File: src/rtl/ibs_pkg.sv
package ibs_pkg;

  localparam int unsigned BYTE_W      = 8;
  localparam int unsigned NIB_W       = 4;
  localparam int unsigned CONST_BYTES = 4;
  localparam int unsigned CONST_W     = CONST_BYTES * BYTE_W;
  localparam int unsigned LEN_W       = 3;

  localparam logic [NIB_W-1:0] REG_NONE    = 4'h8;
  localparam logic [NIB_W-1:0] ALU_FUN_MAX = 4'd3;
  localparam logic [NIB_W-1:0] JMP_FUN_MAX = 4'd6;

  typedef enum logic [NIB_W-1:0] {
    CL_IDLE   = 4'h0,
    CL_STOP   = 4'h1,
    CL_RRMOVE = 4'h2,
    CL_IRMOVE = 4'h3,
    CL_RMMOVE = 4'h4,
    CL_MRMOVE = 4'h5,
    CL_ALU    = 4'h6,
    CL_JUMP   = 4'h7,
    CL_CALL   = 4'h8,
    CL_RET    = 4'h9,
    CL_PUSH   = 4'hA,
    CL_POP    = 4'hB
  } cls_e;

  typedef struct packed {
    logic [NIB_W-1:0]   icode;
    logic [NIB_W-1:0]   ifun;
    logic [NIB_W-1:0]   ra;
    logic [NIB_W-1:0]   rb;
    logic [CONST_W-1:0] k;
    logic [LEN_W-1:0]   len;
    logic               err;
  } rec_t;

endpackage

File: src/rtl/ibs_head_class.sv
module ibs_head_class
  import ibs_pkg::*;
(
  input  logic [BYTE_W-1:0] head,
  output logic [LEN_W-1:0]  len,
  output logic              has_reg,
  output logic              bad
);

  logic [NIB_W-1:0] cls;
  logic [NIB_W-1:0] fun;
  logic             known;
  logic             fun_ok;
  logic [LEN_W-1:0] raw_len;
  logic             raw_reg;

  assign cls = head[BYTE_W-1:NIB_W];
  assign fun = head[NIB_W-1:0];

  always_comb begin
    known   = 1'b1;
    fun_ok  = (fun == '0);
    raw_len = 3'd1;
    raw_reg = 1'b0;
    case (cls)
      CL_IDLE, CL_STOP, CL_RET: begin
        raw_len = 3'd1;
      end
      CL_RRMOVE, CL_PUSH, CL_POP: begin
        raw_len = 3'd2;
        raw_reg = 1'b1;
      end
      CL_ALU: begin
        raw_len = 3'd2;
        raw_reg = 1'b1;
        fun_ok  = (fun <= ALU_FUN_MAX);
      end
      CL_JUMP: begin
        raw_len = 3'd5;
        fun_ok  = (fun <= JMP_FUN_MAX);
      end
      CL_CALL: begin
        raw_len = 3'd5;
      end
      CL_IRMOVE, CL_RMMOVE, CL_MRMOVE: begin
        raw_len = 3'd6;
        raw_reg = 1'b1;
      end
      default: known = 1'b0;
    endcase
  end

  assign bad     = ~known | ~fun_ok;
  assign len     = bad ? 3'd1 : raw_len;
  assign has_reg = raw_reg & ~bad;

endmodule

File: src/rtl/ibs_gather.sv
module ibs_gather
  import ibs_pkg::*;
(
  input  logic              clk,
  input  logic              rst_n,
  input  logic              take,
  input  logic [BYTE_W-1:0] din,
  input  logic [LEN_W-1:0]  cls_len,
  input  logic              cls_has_reg,
  input  logic              cls_bad,
  output logic              last,
  output rec_t              rec_nxt
);

  logic [LEN_W-1:0]   cnt_q, cnt_n;
  logic [BYTE_W-1:0]  hdr_q, hdr_n;
  logic [LEN_W-1:0]   len_q, len_n;
  logic               hreg_q, hreg_n;
  logic [NIB_W-1:0]   ra_q, ra_n, rb_q, rb_n;
  logic [CONST_W-1:0] k_q, k_n;
  logic               is_head;
  logic               reg_byte;
  logic [LEN_W-1:0]   cur_len;

  always_comb begin
    is_head  = (cnt_q == '0);
    cur_len  = is_head ? cls_len : len_q;
    reg_byte = ~is_head & hreg_q & (cnt_q == 3'd1);
    last     = take & ((cnt_q + 3'd1) == cur_len);

    hdr_n  = is_head ? din : hdr_q;
    len_n  = cur_len;
    hreg_n = is_head ? cls_has_reg : hreg_q;

    if (is_head) begin
      ra_n = REG_NONE;
      rb_n = REG_NONE;
      k_n  = '0;
    end else if (reg_byte) begin
      ra_n = din[BYTE_W-1:NIB_W];
      rb_n = din[NIB_W-1:0];
      k_n  = k_q;
    end else begin
      ra_n = ra_q;
      rb_n = rb_q;
      k_n  = {din, k_q[CONST_W-1:BYTE_W]};
    end

    cnt_n = last ? '0 : cnt_q + 3'd1;

    rec_nxt.icode = hdr_n[BYTE_W-1:NIB_W];
    rec_nxt.ifun  = hdr_n[NIB_W-1:0];
    rec_nxt.ra    = ra_n;
    rec_nxt.rb    = rb_n;
    rec_nxt.k     = k_n;
    rec_nxt.len   = cur_len;
    rec_nxt.err   = is_head & cls_bad;
  end

  always_ff @(posedge clk or negedge rst_n) begin
    if (!rst_n) begin
      cnt_q  <= '0;
      hdr_q  <= '0;
      len_q  <= '0;
      hreg_q <= 1'b0;
      ra_q   <= '0;
      rb_q   <= '0;
      k_q    <= '0;
    end else if (take) begin
      cnt_q  <= cnt_n;
      hdr_q  <= hdr_n;
      len_q  <= len_n;
      hreg_q <= hreg_n;
      ra_q   <= ra_n;
      rb_q   <= rb_n;
      k_q    <= k_n;
    end
  end

endmodule

File: src/rtl/ibs_emit.sv
module ibs_emit
  import ibs_pkg::*;
#(
  parameter int unsigned        ADDR_W     = 32,
  parameter logic [ADDR_W-1:0]  START_ADDR = '0
) (
  input  logic              clk,
  input  logic              rst_n,
  input  logic              last,
  input  rec_t              rec_in,
  input  logic              out_ready,
  output logic              out_valid,
  output rec_t              rec_out,
  output logic [ADDR_W-1:0] cur_pc,
  output logic [ADDR_W-1:0] nxt_pc
);

  logic              vld_q, vld_n;
  rec_t              rec_q;
  logic [ADDR_W-1:0] pc_q, pc_n;
  logic [ADDR_W-1:0] cur_q, nxt_q;

  always_comb begin
    pc_n  = pc_q + ADDR_W'(rec_in.len);
    vld_n = vld_q;
    if (last) begin
      vld_n = 1'b1;
    end else if (out_ready) begin
      vld_n = 1'b0;
    end
  end

  always_ff @(posedge clk or negedge rst_n) begin
    if (!rst_n) begin
      vld_q <= 1'b0;
      rec_q <= '0;
      pc_q  <= START_ADDR;
      cur_q <= '0;
      nxt_q <= '0;
    end else begin
      vld_q <= vld_n;
      if (last) begin
        rec_q <= rec_in;
        cur_q <= pc_q;
        nxt_q <= pc_n;
        pc_q  <= pc_n;
      end
    end
  end

  assign out_valid = vld_q;
  assign rec_out   = rec_q;
  assign cur_pc    = cur_q;
  assign nxt_pc    = nxt_q;

endmodule

File: src/rtl/insn_byte_splitter.sv
module insn_byte_splitter
  import ibs_pkg::*;
#(
  parameter int unsigned       ADDR_W     = 32,
  parameter logic [ADDR_W-1:0] START_ADDR = '0
) (
  input  logic               clk,
  input  logic               rst_n,
  input  logic               in_valid,
  input  logic [7:0]         in_byte,
  output logic               in_ready,
  output logic               out_valid,
  input  logic               out_ready,
  output logic [3:0]         out_icode,
  output logic [3:0]         out_ifun,
  output logic [3:0]         out_ra,
  output logic [3:0]         out_rb,
  output logic [31:0]        out_const,
  output logic [2:0]         out_len,
  output logic               out_err,
  output logic [ADDR_W-1:0]  out_pc,
  output logic [ADDR_W-1:0]  out_next_pc
);

  logic             rs_q1, rs_q2;
  logic             rst_s_n;
  logic             take;
  logic             last;
  logic [LEN_W-1:0] cls_len;
  logic             cls_has_reg;
  logic             cls_bad;
  rec_t             rec_nxt;
  rec_t             rec_q;

  always_ff @(posedge clk or negedge rst_n) begin
    if (!rst_n) begin
      rs_q1 <= 1'b0;
      rs_q2 <= 1'b0;
    end else begin
      rs_q1 <= 1'b1;
      rs_q2 <= rs_q1;
    end
  end

  assign rst_s_n  = rs_q2;
  assign in_ready = rst_s_n & (~out_valid | out_ready);
  assign take     = in_valid & in_ready;

  ibs_head_class u_head (
    .head    (in_byte),
    .len     (cls_len),
    .has_reg (cls_has_reg),
    .bad     (cls_bad)
  );

  ibs_gather u_gather (
    .clk         (clk),
    .rst_n       (rst_s_n),
    .take        (take),
    .din         (in_byte),
    .cls_len     (cls_len),
    .cls_has_reg (cls_has_reg),
    .cls_bad     (cls_bad),
    .last        (last),
    .rec_nxt     (rec_nxt)
  );

  ibs_emit #(
    .ADDR_W     (ADDR_W),
    .START_ADDR (START_ADDR)
  ) u_emit (
    .clk       (clk),
    .rst_n     (rst_s_n),
    .last      (last),
    .rec_in    (rec_nxt),
    .out_ready (out_ready),
    .out_valid (out_valid),
    .rec_out   (rec_q),
    .cur_pc    (out_pc),
    .nxt_pc    (out_next_pc)
  );

  assign out_icode = rec_q.icode;
  assign out_ifun  = rec_q.ifun;
  assign out_ra    = rec_q.ra;
  assign out_rb    = rec_q.rb;
  assign out_const = rec_q.k;
  assign out_len   = rec_q.len;
  assign out_err   = rec_q.err;

endmodule

File: config.mk
export PLATFORM = sky130hd
export DESIGN_NAME = insn_byte_splitter
export DESIGN_NICKNAME = d
export VERILOG_FILES = /design/src/rtl/ibs_pkg.sv /design/src/rtl/ibs_head_class.sv /design/src/rtl/ibs_gather.sv /design/src/rtl/ibs_emit.sv /design/src/rtl/insn_byte_splitter.sv
export SDC_FILE = /design/constraint.sdc
export NUM_CORES = 1
export LEC_CHECK = 0
export BUFFER_PORTS_ARGS = -buffer_cell sky130_fd_sc_hd__buf_2
export CORE_ASPECT_RATIO = 0.5
export CORE_MARGIN = 10
export CORE_UTILIZATION = 25
export CTS_CLUSTER_SIZE = 28
export DETAILED_ROUTE_END_ITERATION = 12
export HOLD_SLACK_MARGIN = 0.03
export PLACE_DENSITY_LB_ADDON = 0.1
export SLEW_MARGIN = 20
export SYNTH_ARGS = -nofsm -noshare
export SYNTH_HDL_FRONTEND = slang
export SYNTH_SLANG_ARGS = --single-unit
File: constraint.sdc
create_clock -name clk -period 6.3 [get_ports clk]
set_clock_uncertainty 0.15 [all_clocks]
set_input_delay 1.26 -clock clk [delete_from_list [all_inputs] [get_ports clk]]
set_output_delay 1.26 -clock clk [all_outputs]
set_load 0.05 [all_outputs]
==> flow_summary.toml <==
[worst_setup_path]
worst-path-max-fanout = 19
crit_path_cell_trace = "inv_1 > ha_1 > nor2b_2 > a41oi_2 > ha_1 > fa_1 > a21oi_2 > and4b_1 > xor2_1"
startpoint_type = "flip-flop"
cpMaxStageDelayCell = "nor2b_2"
cp.required_ns = 6.48
end_kind = "flip-flop"
cpMostUsedCell = "ha_1"
critPathKind = "flip-flop to flip-flop"
arrival_ns = 4.36
slowest_delay_ns = 0.86

[power_and_ir_drop]
power_switching_uw = 1800
peakVddDrop_mv = 0.208
p_comb_share_pct = 36.4
clock_power_share_pct = 25.8
power_density_mw_per_mm2 = 442
swShare_pct = 43.2
p_leak_uw = 0.00469
p_int_uw = 2370
p_seq_share_pct = 37.8

[drt]
vias_per_cell = 4.40
wl_per_cell_um = 16.8
vias = 5738
drtIter0Drc = 340
drt_pass1_iterations = 4
route.detailed.drc = 0
routed_wirelength_mm = 21.9
ant_nets = 0

[final_layout]
area_growth_pct = 20.9
drive_gt1_share_pct = 22.5
instances_no_fill = 1304
diodes = 0
nets = 888

[timing]
rsz0062_at_grt = "no"
setup_viol_count_final = 0
whs_ns = 0.201
fin_crit_sh_pct = 66.2
fin_ws_ns = 2.13
slew-limit-headroom_pct = 30.0
max_slew.worst_pin.slew_ns = 1.05
hold_viol = 0
fmax_mhz = 240
setup_tns_ns = 0
slew_viol_final = 0
period_needed_ns = 4.17

[min_path]
hold_class = "flip-flop to flip-flop"

[logic_synthesis]
yosys_warnings = 0
yosys_register_bits = 174
synthFlopType = "dfrtp_1"
synth-edff-count = 0
syn-mean-instance-area_um2 = 10.2
syn_inst = 763
synthDistinctLibCells = 52
synthesis.nets = 782
yosysSeqAreaShare_pct = 55.8
synth.cell_area_mm2 = 0.00780
synthArstFlopShare_pct = 100

[grt]
grt_pass1_wl_mm = 35.7
grt_overflow = 0
grt_pass1_vias = 6051
antenna_found_initial = 0
grt_max_degree = 70
gr-usage-all-layers_pct = 11.7

[clock_tree]
cts_hold_buf = 0
cts-htree-levels = 4
cts_tree = "yes"
clk_pin_slew_ns = 0.07
cts_resized = 0
post_cts_buffers = 0
cts_root_buffer = "clkbuf_16"
clockBufferDepth = 2
clock_latency_ns = 0.45
clock-sinks = 174
cts_made_buffers = 17

[placed_design]
port_buffers = 129
pre_cts_slack_ns = 1.93
gp_congestion = 0.717
dp_cells = 1273
dp_hpwl_mm = 14.8

[die]
initial_core_util_pct = 25.5
die_height_um = 145
die_w_um = 270
num_io_pins = 130
die_area_mm2 = 0.0391
rows = 45
placeableCoreArea_mm2 = 0.0305

[flow_run]
max-cap-violations = 0

[outcome]
status = "finished, final reports clean"
[power groups by stage]
stage	clock (uW)	combinational, uW	sequential [uW]
final	1080	1520	1580
after global routing	1170	1690	1620
after CTS	1120	1560	1580
after detailed placement	0	1560	1600
after global placement	0	1550	1600
after floorplan	0	712	1990
[cell families after synthesis]
group	share of synthesized area, %
DFF	55.8
other	0.0481
and+or+nand+nor	17.7
xor gates and xnor gates	3.82
muxes	7.91
buffers and inverters	3.19
AOI/OAI and AO/OA	10.2
adders and majority gates	1.22
[flip-flops by register name, indices dropped and copies added (netlist names)]
register          cells
u_emit.rec_out       52
u_emit.pc_q          32
u_gather.hreg_q       1
u_emit.cur_pc        32
u_gather.len_q        3
rs_q1                 1
u_gather.k_q         32
u_gather.hdr_q        8
rs_q2                 1
u_gather.rb_q         4
u_gather.ra_q         4
u_gather.cnt_q        3
u_emit.out_valid      1
[per-stage QoR]
| step | util [%] | instance area [um^2] | total power (uW) |
|---|---|---|---|
| after global placement | 29.0 | 8840 | 3140 |
| after detailed placement | 29.0 | 8840 | 3160 |
| after global routing | 30.9 | 9430 | 4480 |
| after floorplan | - | 7800 | 2710 |
| after CTS | 30.9 | 9430 | 4260 |
| final | 30.9 | 9430 | 4170 |
[cells in the mapped netlist (8+ instances only)]
cell type,number,area share (%)
mux2i_1,49,6.3
dfrtp_1,174,56
xor2_1,26,2.9
clkbuf_1,30,1.4
nor3_1,9,0.58
o21ai_0,50,3.2
xnor2_1,8,0.90
o31ai_1,38,3.7
nand2_1,242,12
buf_2,16,1.0
a21oi_1,9,0.58
mux2_2,10,1.4
nor2_1,11,0.53
[layout make-up]
| class | instances | area [um^2] |
|---|---|---|
| clock buffer | 22 | 474 |
| clock inverter | 9 | 111 |
| fill | 3213 | 21100 |
| inverter | 5 | 18.8 |
| multi-input combinational | 532 | 3220 |
| sequential | 174 | 4360 |
| tap | 423 | 529 |
| timing repair buffer | 139 | 721 |
[worst max-delay path, delay by kind of cell (launching register included)]
kind                     cells  cell delay [ns]
AND/OR/NAND/NOR              2             1.15
AO/OA/AOI/OAI                2             1.05
adder cells (fa/ha/maj)      3             0.97
flip-flops                   1             0.40
buffers and inverters        1             0.18
XOR/XNOR                     1             0.14
[layout by cell type (no fill, tap or decap), types with 2 or more instances in the layout]
| cell type | synthesis | layout |
|---|---|---|
| a21o_1 | 3 | 3 |
| a21oi_1 | 9 | 7 |
| a21oi_2 | 0 | 2 |
| a22o_1 | 6 | 6 |
| a41oi_1 | 2 | 2 |
| and2_1 | 3 | 3 |
| and3_1 | 5 | 4 |
| and4_1 | 3 | 3 |
| buf_2 | 16 | 129 |
| buf_4 | 2 | 10 |
| bufinv_16 | 0 | 2 |
| clkbuf_1 | 30 | 2 |
| clkbuf_16 | 0 | 17 |
| clkbuf_8 | 0 | 3 |
| clkinv_2 | 0 | 2 |
| clkinv_4 | 0 | 3 |
| clkinvlp_4 | 0 | 2 |
| dfrtp_1 | 174 | 173 |
| ha_1 | 6 | 6 |
| inv_1 | 5 | 5 |
| mux2_2 | 10 | 10 |
| mux2i_1 | 49 | 49 |
| nand2_1 | 242 | 242 |
| nand2b_1 | 3 | 2 |
| nand3_1 | 7 | 7 |
| nand4_1 | 3 | 3 |
| nor2_1 | 11 | 11 |
| nor3_1 | 9 | 9 |
| nor3b_1 | 4 | 4 |
| nor4_2 | 6 | 6 |
| nor4b_1 | 2 | 2 |
| nor4b_2 | 3 | 3 |
| o211ai_1 | 2 | 2 |
| o21ai_0 | 50 | 50 |
| o22a_1 | 2 | 2 |
| o31ai_1 | 38 | 38 |
| or3_1 | 2 | 2 |
| xnor2_1 | 8 | 8 |
| xor2_1 | 26 | 26 |
[metal layers]
metal,track usage (%),part of all wire (%)
met4,3.94,1.3
met3,2.70,2.9
met5,0,0
met1,14.2,46
met2,20.4,50
[final timing paths]
| path | slack [ns] | end | start | depth (start not counted) |
|---|---|---|---|---|
| worst min register to register | 0.20 | rs_q2 | rs_q1 | 0 |
| max in group asynchronous | 3.64 | u_emit.cur_pc[18] | rs_q2 | 2 |
| min in group asynchronous | 0.22 | u_emit.rec_out[24] | rs_q2 | 0 |
| worst min-delay path | 0.20 | rs_q2 | rs_q1 | 0 |
| worst max-delay path | 2.13 | u_emit.pc_q[18] | u_gather.cnt_q[0] | 9 |
| worst max register to register | 2.13 | u_emit.pc_q[18] | u_gather.cnt_q[0] | 9 |
(Power assumes the default switching activity.)
